`src/rtl/pio_strobe_pkg.sv`:
```
package pio_strobe_pkg;

  // Phase of the transfer cycle
  typedef enum logic [1:0] {
    ST_IDLE    = 2'd0,
    ST_ACTIVE  = 2'd1,
    ST_RECOVER = 2'd2
  } pio_phase_e;

  // Default nibble width of each timing field
  localparam int unsigned DEF_FIELD_W = 4;

endpackage

```
`src/rtl/pio_rst_sync.sv`:
```
module pio_rst_sync #(
  parameter int unsigned STAGES = 2
) (
  input  logic clk,
  input  logic arst_n,
  output logic srst_n
);

  logic [STAGES-1:0] sync_q;
  logic [STAGES-1:0] sync_d;

  always_comb begin
    sync_d = {sync_q[STAGES-2:0], 1'b1};
  end

  always_ff @(posedge clk or negedge arst_n) begin
    if (!arst_n) begin
      sync_q <= '0;
    end else begin
      sync_q <= sync_d;
    end
  end

  assign srst_n = sync_q[STAGES-1];

endmodule

```
`src/rtl/pio_timing_select.sv`:
```
module pio_timing_select #(
  parameter int unsigned        FIELD_W     = 4,
  parameter logic [2*FIELD_W-1:0] DEF_TIMING = 8'h5C
) (
  input  logic                 use_prog_i,
  input  logic [2*FIELD_W-1:0] timing_i,
  output logic [FIELD_W-1:0]   act_len_o,
  output logic [FIELD_W-1:0]   rec_len_o
);

  localparam int unsigned TIMING_W = 2 * FIELD_W;

  logic [TIMING_W-1:0] chosen;

  always_comb begin
    if (use_prog_i) begin
      chosen = timing_i;
    end else begin
      chosen = DEF_TIMING;
    end
    act_len_o = chosen[TIMING_W-1:FIELD_W];
    rec_len_o = chosen[FIELD_W-1:0];
  end

endmodule

```
`src/rtl/pio_phase_counter.sv`:
```
module pio_phase_counter #(
  parameter int unsigned CNT_W = 4
) (
  input  logic             clk,
  input  logic             rst_n,
  input  logic             load_i,
  input  logic [CNT_W-1:0] load_val_i,
  input  logic             dec_i,
  output logic             zero_o
);

  logic [CNT_W-1:0] cnt_q;
  logic [CNT_W-1:0] cnt_d;
  logic             cnt_en;

  always_comb begin
    cnt_en = load_i | dec_i;
    cnt_d  = cnt_q;
    if (load_i) begin
      cnt_d = load_val_i;
    end else if (dec_i && (cnt_q != '0)) begin
      cnt_d = cnt_q - 1'b1;
    end
  end

  always_ff @(posedge clk or negedge rst_n) begin
    if (!rst_n) begin
      cnt_q <= '0;
    end else if (cnt_en) begin
      cnt_q <= cnt_d;
    end
  end

  assign zero_o = (cnt_q == '0);

endmodule

```
`src/rtl/pio_strobe_fsm.sv`:
```
module pio_strobe_fsm
  import pio_strobe_pkg::*;
(
  input  logic       clk,
  input  logic       rst_n,
  input  logic       start_i,
  input  logic       cnt_zero_i,
  output logic       accept_o,
  output logic       load_rec_o,
  output logic       dec_o,
  output logic       strobe_o,
  output logic       busy_o,
  output logic       done_o
);

  pio_phase_e phase_q;
  pio_phase_e phase_d;

  always_comb begin
    phase_d    = phase_q;
    accept_o   = 1'b0;
    load_rec_o = 1'b0;
    dec_o      = 1'b0;
    done_o     = 1'b0;
    unique case (phase_q)
      ST_IDLE: begin
        if (start_i) begin
          accept_o = 1'b1;
          phase_d  = ST_ACTIVE;
        end
      end
      ST_ACTIVE: begin
        if (cnt_zero_i) begin
          load_rec_o = 1'b1;
          phase_d    = ST_RECOVER;
        end else begin
          dec_o = 1'b1;
        end
      end
      ST_RECOVER: begin
        if (cnt_zero_i) begin
          done_o  = 1'b1;
          phase_d = ST_IDLE;
        end else begin
          dec_o = 1'b1;
        end
      end
      default: begin
        phase_d = ST_IDLE;
      end
    endcase
  end

  always_ff @(posedge clk or negedge rst_n) begin
    if (!rst_n) begin
      phase_q <= ST_IDLE;
    end else begin
      phase_q <= phase_d;
    end
  end

  assign strobe_o = (phase_q == ST_ACTIVE);
  assign busy_o   = (phase_q != ST_IDLE);

endmodule

```
`src/rtl/pio_strobe_gen.sv`:
```
module pio_strobe_gen
  import pio_strobe_pkg::*;
#(
  parameter int unsigned          FIELD_W     = DEF_FIELD_W,
  parameter logic [2*FIELD_W-1:0] DEF_TIMING  = 8'h5C,
  parameter int unsigned          SYNC_STAGES = 2
) (
  input  logic                 clk,
  input  logic                 rst_n,
  input  logic                 start_i,
  input  logic                 use_prog_i,
  input  logic [2*FIELD_W-1:0] timing_i,
  output logic                 strobe_o,
  output logic                 busy_o,
  output logic                 done_o
);

  logic               rst_n_sync;
  logic [FIELD_W-1:0] act_len;
  logic [FIELD_W-1:0] rec_len;
  logic [FIELD_W-1:0] rec_q;
  logic [FIELD_W-1:0] cnt_load_val;
  logic               accept;
  logic               load_rec;
  logic               cnt_dec;
  logic               cnt_load;
  logic               cnt_zero;

  pio_rst_sync #(
    .STAGES (SYNC_STAGES)
  ) u_rst_sync (
    .clk    (clk),
    .arst_n (rst_n),
    .srst_n (rst_n_sync)
  );

  pio_timing_select #(
    .FIELD_W    (FIELD_W),
    .DEF_TIMING (DEF_TIMING)
  ) u_sel (
    .use_prog_i (use_prog_i),
    .timing_i   (timing_i),
    .act_len_o  (act_len),
    .rec_len_o  (rec_len)
  );

  pio_strobe_fsm u_fsm (
    .clk        (clk),
    .rst_n      (rst_n_sync),
    .start_i    (start_i),
    .cnt_zero_i (cnt_zero),
    .accept_o   (accept),
    .load_rec_o (load_rec),
    .dec_o      (cnt_dec),
    .strobe_o   (strobe_o),
    .busy_o     (busy_o),
    .done_o     (done_o)
  );

  // Recovery length is held from acceptance until the phase switch
  always_ff @(posedge clk or negedge rst_n_sync) begin
    if (!rst_n_sync) begin
      rec_q <= '0;
    end else if (accept) begin
      rec_q <= rec_len;
    end
  end

  always_comb begin
    cnt_load     = accept | load_rec;
    cnt_load_val = accept ? act_len : rec_q;
  end

  pio_phase_counter #(
    .CNT_W (FIELD_W)
  ) u_cnt (
    .clk        (clk),
    .rst_n      (rst_n_sync),
    .load_i     (cnt_load),
    .load_val_i (cnt_load_val),
    .dec_i      (cnt_dec),
    .zero_o     (cnt_zero)
  );

endmodule

```
`config.mk`:
```
export PLATFORM = sky130hd
export DESIGN_NAME = pio_strobe_gen
export DESIGN_NICKNAME = d
export VERILOG_FILES = /design/src/rtl/pio_strobe_pkg.sv /design/src/rtl/pio_rst_sync.sv /design/src/rtl/pio_timing_select.sv /design/src/rtl/pio_phase_counter.sv /design/src/rtl/pio_strobe_fsm.sv /design/src/rtl/pio_strobe_gen.sv
export SDC_FILE = /design/constraint.sdc
export NUM_CORES = 1
export LEC_CHECK = 0
export BUFFER_PORTS_ARGS = -buffer_cell sky130_fd_sc_hd__buf_2
export CAP_MARGIN = 20
export CELL_PAD_IN_SITES_DETAIL_PLACEMENT = 1
export CELL_PAD_IN_SITES_GLOBAL_PLACEMENT = 1
export CORE_ASPECT_RATIO = 0.9
export CORE_UTILIZATION = 45
export CTS_BUF_LIST = sky130_fd_sc_hd__clkbuf_2
export DETAILED_ROUTE_END_ITERATION = 10
export PLACE_DENSITY = 0.83
export SLEW_MARGIN = 40
export SYNTH_ARGS = -nofsm -noshare
export SYNTH_HDL_FRONTEND = slang
export SYNTH_SLANG_ARGS = --single-unit
```
`constraint.sdc`:
```
create_clock -name clk -period 2.45 [get_ports clk]
set_input_delay 0.49 -clock clk [delete_from_list [all_inputs] [get_ports clk]]
set_output_delay 0.49 -clock clk [all_outputs]
set_load 0.02 [all_outputs]
```
# ---- Word level (Yosys, flattened, before mapping)
# Cells that the tools add are included.
dict set report classes {
  eq_ne 5
  muxes 15
  n_addsub 1
  bitwise_logic 2
  n_reduce_logical 9
}
# cell count
set ops {}
lappend ops {{2-to-1 mux 4 bit} 3}
lappend ops {{2-to-1 mux 8 bit} 1}
lappend ops {{2-to-1 mux 1 bit} 7}
lappend ops {{2-to-1 mux 2 bit} 3}
lappend ops {{one-hot mux 2 bit (3 select lines)} 1}
lappend ops {{zero test 4 bit} 1}
lappend ops {{!= test 2 bit (second input constant)} 2}
lappend ops {{nonzero test 2 bit} 2}
lappend ops {{nonzero test 4 bit} 1}
lappend ops {{subtractor 4 x 1 -> 4 bit (second input constant)} 1}
lappend ops {{AND reduction 3 bit} 1}
lappend ops {{equality test 2 x 1 -> 1 bit (second input constant)} 1}
lappend ops {{equality test 2 bit (second input constant)} 1}
lappend ops {{zero test 2 bit} 1}
lappend ops {{!= test 2 x 1 -> 1 bit (second input constant)} 1}
lappend ops {{OR 1 bit} 2}
lappend ops {{AND reduction 2 bit} 1}
lappend ops {{OR reduction 2 bit} 1}
lappend ops {{logical AND 1 bit} 1}
dict set report totals {
  input_bits 12
  output_inout_bits 3
  register_bits 12
  wordCells 36
}

# ---- Depth between registers and ports, before layout
# Gate-level depths: netlist of the first run.
dict set report depth {
  depth_word 6
  depth_mapped 6
  mapped_depth_nobuf 5
}

# ---- By module
# Synthesis of the first run repeated with hierarchy kept, for this count alone.
dict set report hier_totals {
  hier_cells 70
  hier_area_um2 803.3
}
# module cells_each area_each_um2 seq_area_each_um2 instances
set by_module_without_submodules {}
lappend by_module_without_submodules {pio_phase_counter 27 270.3 100.1 1}
lappend by_module_without_submodules {pio_strobe_gen 14 237.7 100.1 1}
lappend by_module_without_submodules {pio_strobe_fsm 18 191.4 50.0 1}
lappend by_module_without_submodules {pio_rst_sync 3 53.8 50.0 1}
lappend by_module_without_submodules {pio_timing_select 8 50.0 0.0 1}

# ---- Worst setup path after synthesis of the first run
# No wires, ideal clock.
dict set report synth_path {
  path_kind {reg-to-output}
  from {register u_cnt.cnt_q[0]}
  to {output done_o}
  required_ns 1.960
  path_buffers 0
  arrival_time_ns 1.100
  path_slack_ns 0.860
  path_stages_with_launch 5
  cell_sequence {dfrtp_1 > inv_1 > ha_1 > nor3b_2 > and2_1}
}
dict set report synth_via {
  elab_chain_cells 3
}
# item line
set synth_rtl {}
lappend synth_rtl {{start: declaration} pio_phase_counter.sv:12} ;# logic [CNT_W-1:0] cnt_q;
lappend synth_rtl {{start signal: assignment} pio_phase_counter.sv:30} ;# cnt_q <= cnt_d;
lappend synth_rtl {{zero test 4 bit} pio_phase_counter.sv:34} ;# assign zero_o = (cnt_q == '0);
lappend synth_rtl {{2-to-1 mux 1 bit} pio_strobe_fsm.sv:41} ;# if (cnt_zero_i) begin
lappend synth_rtl {{2-to-1 mux 1 bit} pio_strobe_fsm.sv:25} ;# unique case (phase_q)
lappend synth_rtl {{end: declaration} pio_strobe_gen.sv:15} ;# output logic done_o
# Every way passes these cells.

# ---- Worst setup path after layout of the first run
# Same ends and word-level chain as after synthesis.

==> run summary, run 1 <==
Clk pwr share -> 9.1%
Post-synthesis sequential area ratio -> 41.45%
Min cycle time layout -> 2.017 ns
Clock-pin slew on the worst setup and hold paths -> 0.12 ns
Max_cap viols -> 0
Ant diodes -> 0
Antenna violations before repair -> 0
DRC -> 0
Most used DFF post-synth -> dfrtp_1
Syn Nets -> 87
Synth cell count leaders -> 12 x dfrtp_1, 7 x inv_1, 5 x ha_1, 5 x nand2_1, 4 x a21oi_1
Post_cts resized -> 0
Setup TNS Final -> 0 ns
Later-pin clock latency in the skew report -> 0.25 ns
Final Hold Fails -> 0
Initial drt markers -> 8
Cell Rows -> 13
Final count of negative-setup-slack endpoints -> 0
# clock sinks -> 12
Die ar. -> 1775 um^2
Worst R2R Path Depth -> 5
CP required -> 1.96 ns
Cells after Synth -> 70
Overflow left after global routing -> 0
Initial DRT Pass Iterations -> 4
Leakage -> 0.3930 nW
Area growth from synthesis to layout -> 16.75%
CTS Root Buffer Type -> clkbuf_2
Synth area leaders -> dfrtp_1 41%, ha_1 8.6%, mux2i_1 4.1%
Cts hold-fix bufs -> 1
Fmax achieved -> 495.7 MHz
VDD IR-drop max -> 833.3 uV
Startpoint types -> flop
Largest area contributor in the netlist -> dfrtp_1
Flops & latches, synth -> 12
Largest net degree at the start of global routing -> 11
Post-synthesis cell area -> 724.4 um^2
Total power -> 1.086 mW
RSZ-0062 raised after global routing -> false
Post-synth EDFFs -> 0
Vias in the first global route -> 548
Share of cells above drive strength 1 -> 27.27%
Buffers added on ports -> 14
Final worst path period share -> 82.34%
Slew Viols, Final -> 0
Height of the chip -> 40.07 um
Register area -> 300.3 um^2
Worst setup EP type -> primary output
Clock skew -> 0.003673 ns
Maximum fanout along the worst path -> 6
FF-to-FF End -> u_cnt.cnt_q[0]
Status -> completed
Sw frac -> 44.82%
Yosys warns -> 0
# nets final -> 106
Antenna Nets Post-Route -> 0
First-pass GRT wire length -> 2546 um
Cts bufs inserted -> 3
Buf/Inv on CP -> 2
Layout filler cell count -> 173
Number of post-CTS setup repair buffers -> 0
RR Startpoint -> u_cnt.cnt_q[0]
H-tree Lvls -> 1
Slowest CP cell -> dfrtp_1
I/O pin cnt -> 15
Vias post-DR -> 570
Worst-path cell chain -> inv_1 -> ha_1 -> nor3b_2 -> and2_1 -> buf_2
Setup CP Type -> reg2out
Syn avg cell area -> 10.35 um^2
Synth top area share -> 41.45%
Core box area -> 1480 um^2
Vias/cell -> 5.182
Gr usage total -> 21.14%
Starting density of the core -> 48.94%
Yosys cell types -> 33
Worst Setup SP -> u_cnt.cnt_q[0]
Cell Int Power -> 0.5990 mW
Multi-input logic area -> 392.9 um^2
CTS tree -> yes
R2r setup slk -> 0.76 ns
Hold crit path type -> reg2async
Combinational Power Share -> 58.3%
Psw -> 0.4866 mW
Clock buffer depth -> 2
Die width -> 44.30 um
Crit-path leading delay family -> flip-flops
Final wirelength -> 1572 um
Pwr per Cell Area -> 1283 nW/um^2
Count leader, synth -> dfrtp_1
Detailed placer's ending HPWL -> 1242 um
Arrival time of the worst setup path -> 1.53 ns
Sequential share of power -> 32.6%
Ys async rst share -> 100.0%
Routed wire per std cell -> 14.29 um
Placer Congestion -> 0.7588
Max stage delay on crit path -> 0.40 ns
-- per-layer routing --
metal	GRT usage [%]	vias up	part of all wire [%]
met5	0	-	0
met4	11.36	0	0.95
met3	4.054	2	2.8
met2	32.72	12	47
met1	28.25	267	49
li1	-	289	-
-- layout by cell type, fill, tap and decap left out, types with 2 or more instances in the layout --
master and count:
nand2_1 5, mux2i_1 3, buf_2 14, dfrtp_1 12, o22ai_1 2, a31oi_1 2, clkbuf_2 3, nor2_1 3
a21oi_1 4, inv_1 7, and2_1 2, ha_1 5, nand3_1 2, and4_1 2
-- metrics by stage --
stage	cell area (um^2)	util (%)	hold slack, ns	std cells	setup slack [ns]
floorplan	724.4	-	0.1209	70	0.8595
global placement	817.0	55.20	0.1844	105	0.7821
detailed placement	817.0	55.20	0.1797	105	0.7280
CTS	845.8	57.14	0.1845	110	0.4044
global route	845.8	57.14	0.2065	110	0.2643
finish	845.8	57.14	0.1665	110	0.4328
-- worst register-to-register path, stage by stage, from the launching register on --
cell      delay [ns]
dfrtp_1         0.40
inv_1           0.09
ha_1            0.23
or3b_4          0.45
a311oi_1        0.30
a22oi_1         0.10
-- worst max path at each step --
| stage | to | slack [ns] | cells after the start |
|---|---|---|---|
| 2_1_floorplan | done_o | 0.86 | 4 |
| 3_3_place_gp | done_o | 0.78 | 5 |
| 3_5_place_dp | done_o | 0.73 | 5 |
| 4_1_cts | done_o | 0.40 | 5 |
| 5_1_grt | done_o | 0.26 | 5 |
| 6_report | done_o | 0.43 | 5 |
-- power by group through the flow --
stage / Clock (mW) / Sequential (mW) / Combinational, mW
4_1_cts: 0.104 / 0.353 / 0.640
5_1_grt: 0.113 / 0.364 / 0.711
3_3_place_gp: 0 / 0.350 / 0.607
2_1_floorplan: 0 / 0.337 / 0.496
3_5_place_dp: 0 / 0.358 / 0.631
6_report: 0.0987 / 0.354 / 0.633
-- sequential cells by signal (all words and copies together), names as in the netlist --
| register | cells |
|---|---|
| u_rst_sync.sync_q | 2 |
| rec_q | 4 |
| u_fsm.phase_q | 2 |
| u_cnt.cnt_q | 4 |
-- cell type report --
cell class,instances,share of cell area (%)
Timing Repair Buffer,15,9.467
Tap cell,22,3.254
Clock inverter,1,0.4438
Multi-Input combinational cell,50,46.45
Sequential cell,12,35.50
Clock buffer,3,1.775
Inverter,7,3.107
-- cells by family (layout without fill, tap and decap cells) --
group,count (synthesis),in the layout,share of synthesized area (%)
flops,12,12,41.45
mux,4,4,5.700
compound gates,18,18,18.31
simple gates,22,22,21.07
buf+inv,8,26,4.318
fa+ha+maj,5,5,8.636
other cells,1,1,0.5176
Power figures use the tool's default switching activity.
==> run 2: changes to the inputs <==
Settings changed: CORE_UTILIZATION 45 to 42, PLACE_DENSITY 0.83 to 0.78.
Clock period 2.45 ns to 2.09 ns, I/O delays scaled along.
==> run 2 against run 1 <==
Compared with the run above:
- sequential cell count unchanged
- global-route usage is 1.1 points lower
- final area increased by 0.30%
- worst hold slack better by 0.0053 ns
- highest routed layer unchanged
- setup slack got worse by 0.33 ns
==> run summary, run 2 (synthesis results as in run 1) <==
Status -> completed
Cts bufs inserted -> 3 (unchanged)
Largest regs -> rec_q (4), u_cnt.cnt_q (4)
Min Hold Slack -> 0.1717 ns (+0.005252 ns)
Clk pwr share -> 9.4% (+0.3 points)
Buf/Inv on CP -> 2 (unchanged)
Area growth from synthesis to layout -> 17.10%
Initial DRT Pass Iterations -> 2 (-2)
Clock skew -> 0.006548 ns (+0.002875 ns)
Setup CP Type -> reg2out
Min cycle time layout -> 1.991 ns
Later-pin clock latency in the skew report -> 0.27 ns (+0.02 ns)
Most common cell after layout, fill and taps aside -> buf_2
Fmax achieved -> 502.3 MHz
Sequential share of power -> 31.9% (-0.7 points)
CTS tree -> yes
VDD IR-drop max -> 795.6 uV (-4.5%)
Pwr per Cell Area -> 1518 nW/um^2 (+18%)
Gr usage total -> 20.05% (-1.1 points)
Overflow left after global routing -> 0 (unchanged)
Slowest CP cell -> dfrtp_1
CP required -> 1.67 ns (-0.29 ns)
Ant diodes -> 0 (unchanged)
Most frequent cells in the layout -> 14 x buf_2, 12 x dfrtp_1, 7 x inv_1, 5 x nand2_1
Worst R2R Path Depth -> 5 (unchanged)
Max stage delay on crit path -> 0.40 ns (about the same)
Detailed placer's ending HPWL -> 1167 um (-6.1%)
Arrival time of the worst setup path -> 1.57 ns (+0.04 ns)
Height of the chip -> 41.40 um (+3.3%)
Share of cells above drive strength 1 -> 28.41% (+1.1 points)
# nets final -> 106 (unchanged)
Die width -> 45.78 um (+3.4%)
Clock-pin slew on the worst setup and hold paths -> 0.12 ns (about the same)
R2r setup slk -> 0.38 ns (-0.38 ns)
Final worst path period share -> 95.26%
Worst-path cell chain -> inv_1 -> ha_2 -> nor3b_2 -> and2_1 -> buf_2
Initial drt markers -> 6 (-2)
Buffers added on ports -> 14 (unchanged)
Sw frac -> 44.94% (+0.12 points)
Final wirelength -> 1577 um (+0.32%)
RR Startpoint -> u_cnt.cnt_q[0]
H-tree Lvls -> 1 (unchanged)
Core box area -> 1529 um^2 (+3.3%)
I/O pin cnt -> 15 (unchanged)
Antenna violations before repair -> 0 (unchanged)
Final count of negative-setup-slack endpoints -> 0 (unchanged)
Die ar. -> 1895 um^2 (+6.8%)
FF-to-FF End -> u_cnt.cnt_q[0]
Worst setup EP type -> primary output
Cell Int Power -> 0.7091 mW (+18%)
Final WS setup -> 0.09906 ns (-0.3337 ns)
Starting density of the core -> 47.38% (-1.6 points)
Placer Congestion -> 0.7751 (+2.1%)
Routed wire per std cell -> 14.34 um (+0.32%)
Cell Rows -> 13 (unchanged)
Antenna Nets Post-Route -> 0 (unchanged)
Worst Setup SP -> u_cnt.cnt_q[0]
Combinational Power Share -> 58.8% (+0.5 points)
Vias/cell -> 5.409 (+4.4%)
First-pass GRT wire length -> 2773 um (+8.9%)
Max_cap viols -> 0 (unchanged)
Slew Viols, Final -> 0 (unchanged)
Clock buffer depth -> 2 (unchanged)
DRC -> 0 (unchanged)
Psw -> 0.5788 mW (+19%)
Hold crit path type -> reg2async
Vias post-DR -> 595 (+4.4%)
Leakage -> 0.3915 nW (-0.38%)
Vias in the first global route -> 590 (+7.7%)
Setup WS pre-CTS -> 0.3798 ns (-0.3483 ns)
Maximum fanout along the worst path -> 6 (unchanged)
Startpoint types -> flop
Crit-path leading delay family -> flip-flops
CTS Root Buffer Type -> clkbuf_2
Largest net degree at the start of global routing -> 11 (unchanged)
# clock sinks -> 12 (unchanged)
Final Hold Fails -> 0 (unchanged)
run 2: final cells by class:
cell class / count / area [um^2]
fill: 196 / 680.7
multi-input combinational: 50 / 395.4
sequential: 12 / 300.3
timing repair buffer: 15 / 80.08
tap: 22 / 27.53
inverter: 7 / 26.28
clock buffer: 3 / 15.01
clock inverter: 1 / 3.754
run 2: worst max-delay path by stage:
stage | cells past startpoint | endpoint
after global placement | 5 | u_cnt.cnt_q[0]
final | 5 | done_o
after CTS | 5 | done_o
after global routing | 5 | done_o
after detailed placement | 5 | u_cnt.cnt_q[0]
after floorplan | 5 | u_cnt.cnt_q[0]
run 2: through the flow:
stage	instance area [um^2]	power (mW)	setup TNS, ns	util [%]	instances
finish	848.3	1.288	0	55.48	110
global route	848.3	1.400	-0.0001982	55.48	110
CTS	845.8	1.285	0	55.32	110
detailed placement	817.0	1.154	0	53.44	105
global placement	817.0	1.127	0	53.44	105
floorplan	724.4	0.9770	0	-	70
run 2: power by group through the flow:
| stage | logic, mW | registers (mW) | clock network, mW |
|---|---|---|---|
| after floorplan | 0.582 | 0.395 | 0 |
| after global placement | 0.715 | 0.413 | 0 |
| after detailed placement | 0.736 | 0.418 | 0 |
| after CTS | 0.748 | 0.412 | 0.125 |
| after global routing | 0.837 | 0.428 | 0.135 |
| final | 0.757 | 0.410 | 0.121 |
run 2: layer usage:
metal	wire length, um	vias to the layer above	track usage (%)
li1	-	289	-
met1	798	289	29.69
met2	699	13	28.00
met3	46	4	3.913
met4	33	0	8.824
met5	0	-	0
run 2: worst register-to-register path: cells and delay by family (launching register included):
| family | cells | cell delay, ns |
|---|---|---|
| compound gates | 2 | 0.40 |
| fa+ha+maj | 1 | 0.24 |
| buf+inv | 1 | 0.11 |
| flops | 1 | 0.40 |
| simple gates | 1 | 0.45 |
run 2: repair_timing:
item,CTS,global route
endpoints found under the setup margin,0,1
setup buffers,0,0
hold buffers,1,0
hold endpoints to repair,2,0
gates resized for setup,0,1
==> run 3: changes to the inputs <==
Settings changed: GPL_TIMING_DRIVEN from default to 0.
==> run 3 against run 2 <==
Compared with the run above:
- first-iteration DRC count down 50%
- core utilization increased by 0.57 points
- total power increased by 0.23%
- critical path depth unchanged
- via count down 2.7%
- non-clock buffer count grew 1
- maximum frequency decreased by 0.86%
- worst hold slack improved by 0.0071 ns
- clock power about the same
- setup slack worse by 0.017 ns
- die area unchanged
==> run summary, run 3 (synthesis results as in run 1) <==
Status -> completed
Arrival time of the worst setup path -> 1.59 ns (+0.02 ns)
H-tree Lvls -> 1 (unchanged)
Initial DRT Pass Iterations -> 4 (+2)
CTS tree -> yes
Cell Rows -> 13 (unchanged)
CP required -> 1.67 ns (about the same)
DRC -> 0 (unchanged)
Total power -> 1.291 mW (+0.23%)
Initial drt markers -> 3 (-3)
Antenna Nets Post-Route -> 0 (unchanged)
Gr usage total -> 19.09% (-0.97 points)
Final count of negative-setup-slack endpoints -> 0 (unchanged)
Pwr per Cell Area -> 1506 nW/um^2 (-0.79%)
Max_cap viols -> 0 (unchanged)
Ant diodes -> 0 (unchanged)
Placer Congestion -> 0.7395 (-4.6%)
Final core occ -> 56.06% (+0.57 points)
Vias post-DR -> 579 (-2.7%)
Clock skew -> 0.01193 ns (+0.005381 ns)
Die width -> 45.78 um (unchanged)
Final worst path period share -> 96.08% (+0.82 points)
Starting density of the core -> 47.38% (unchanged)
Detailed placer's ending HPWL -> 1138 um (-2.5%)
Layout filler cell count -> 197 (+0.51%)
Vias/cell -> 5.216 (-3.6%)
Min cycle time layout -> 2.008 ns (+0.01720 ns)
Largest net degree at the start of global routing -> 11 (unchanged)
Worst-path cell chain -> inv_1 -> ha_1 -> nor3b_4 -> and2_1 -> buf_2
Overflow left after global routing -> 0 (unchanged)
# clock sinks -> 12 (unchanged)
Final Hold Fails -> 0 (unchanged)
Final wirelength -> 1561 um (-1.0%)
Setup CP Type -> reg2out
Maximum fanout along the worst path -> 6 (unchanged)
Antenna violations before repair -> 0 (unchanged)
Cts bufs inserted -> 3 (unchanged)
Most frequent cells in the layout -> 15 x buf_2, 12 x dfrtp_1, 7 x inv_1, 5 x nand2_1, 5 x ha_1
# nets final -> 107 (+0.94%)
Die ar. -> 1895 um^2 (unchanged)
Core box area -> 1529 um^2 (unchanged)
Slowest CP cell -> dfrtp_1
Number of post-CTS setup repair buffers -> 0 (unchanged)
Fmax achieved -> 498.0 MHz (-0.86%)
First-pass GRT wire length -> 2663 um (-4.0%)
Slew Viols, Final -> 0 (unchanged)
Area growth from synthesis to layout -> 18.31%
Later-pin clock latency in the skew report -> 0.26 ns (about the same)
I/O pin cnt -> 15 (unchanged)
CTS Root Buffer Type -> clkbuf_2
Height of the chip -> 41.40 um (unchanged)
Clock buffer depth -> 2 (unchanged)
Buffers added on ports -> 14 (unchanged)
Startpoint types -> flop
Most common cell after layout, fill and taps aside -> buf_2
Routed wire per std cell -> 14.06 um (-1.9%)
Share of cells above drive strength 1 -> 28.09% (-0.32 points)
Max stage delay on crit path -> 0.40 ns (about the same)
Vias in the first global route -> 576 (-2.4%)
Hold crit path type -> reg2async
VDD IR-drop max -> 883.3 uV (+11%)
Worst setup EP type -> primary output
Largest regs -> rec_q (4), u_cnt.cnt_q (4)
Leakage -> 0.4024 nW (+2.8%)
Clock-pin slew on the worst setup and hold paths -> 0.13 ns (about the same)
-- run 3: changes by cell type in the layout (fill, tap and decap cells not counted), sizes merged --
cell  delta
buf      +1
-- run 3: final cells by class --
type,count,area (um^2),share of cell area [%]
Clock inverter,1,3.754,0.4380
Sequential cell,12,300.3,35.04
Multi-Input combinational cell,50,399.1,46.57
Buffer,1,5.005,0.5839
Inverter,7,26.28,3.066
Timing Repair Buffer,15,80.08,9.343
Tap cell,22,27.53,3.212
Clock buffer,3,15.01,1.752
-- run 3: final timing paths --
check                                startpoint                    to  slack [ns]  cells after the start
min reg2reg                u_rst_sync.sync_q[1]              rec_q[2]        0.18                      0
max                              u_cnt.cnt_q[0]                done_o        0.08                      5
max reg2reg                      u_cnt.cnt_q[0]        u_cnt.cnt_q[0]        0.35                      5
min                        u_rst_sync.sync_q[1]              rec_q[2]        0.18                      0
min in group clk                    timing_i[2]              rec_q[2]        0.36                      2
max in group asynchronous                 rst_n  u_rst_sync.sync_q[0]        1.54                      2
-- run 3: per-layer routing --
| metal | vias to the layer above | part of all wire (%) | GRT usage [%] |
|---|---|---|---|
| met5 | - | 0 | 0 |
| met4 | 0 | 0 | 3.529 |
| met3 | 0 | 3.8 | 3.913 |
| met2 | 15 | 46 | 28.57 |
| met1 | 271 | 50 | 28.57 |
| li1 | 293 | - | - |
-- run 3: what timing repair did --
action | CTS | global route
hold buffers | 1 | 0
endpoints found under the hold margin | 2 | 0
gates resized for setup | 0 | 1
setup endpoints to repair | 0 | 1
-- run 3: per-stage QoR --
stage	hold slack, ns	std cells	setup slack, ns	TNS, ns	area (um^2)
detailed placement	0.1894	106	0.4053	0	822.0
finish	0.1788	111	0.08187	0	857.1
floorplan	0.1209	70	0.5423	0	724.4
global placement	0.1809	106	0.4171	0	822.0
global route	0.2235	111	-0.02121	-0.02121	857.1
CTS	0.2018	111	0.1119	0	850.8
-- run 3: power by group --
group / switching [mW] / internal [mW]
Sequential: 0.0882 / 0.332
Combinational: 0.411 / 0.339
Clock: 0.0782 / 0.0416
-- run 3: critical path: cells and delay by family (launching register included) --
family | cells | cell delay, ns
fa+ha+maj | 1 | 0.26
buf+inv | 2 | 0.25
flops | 1 | 0.40
simple gates | 2 | 0.42
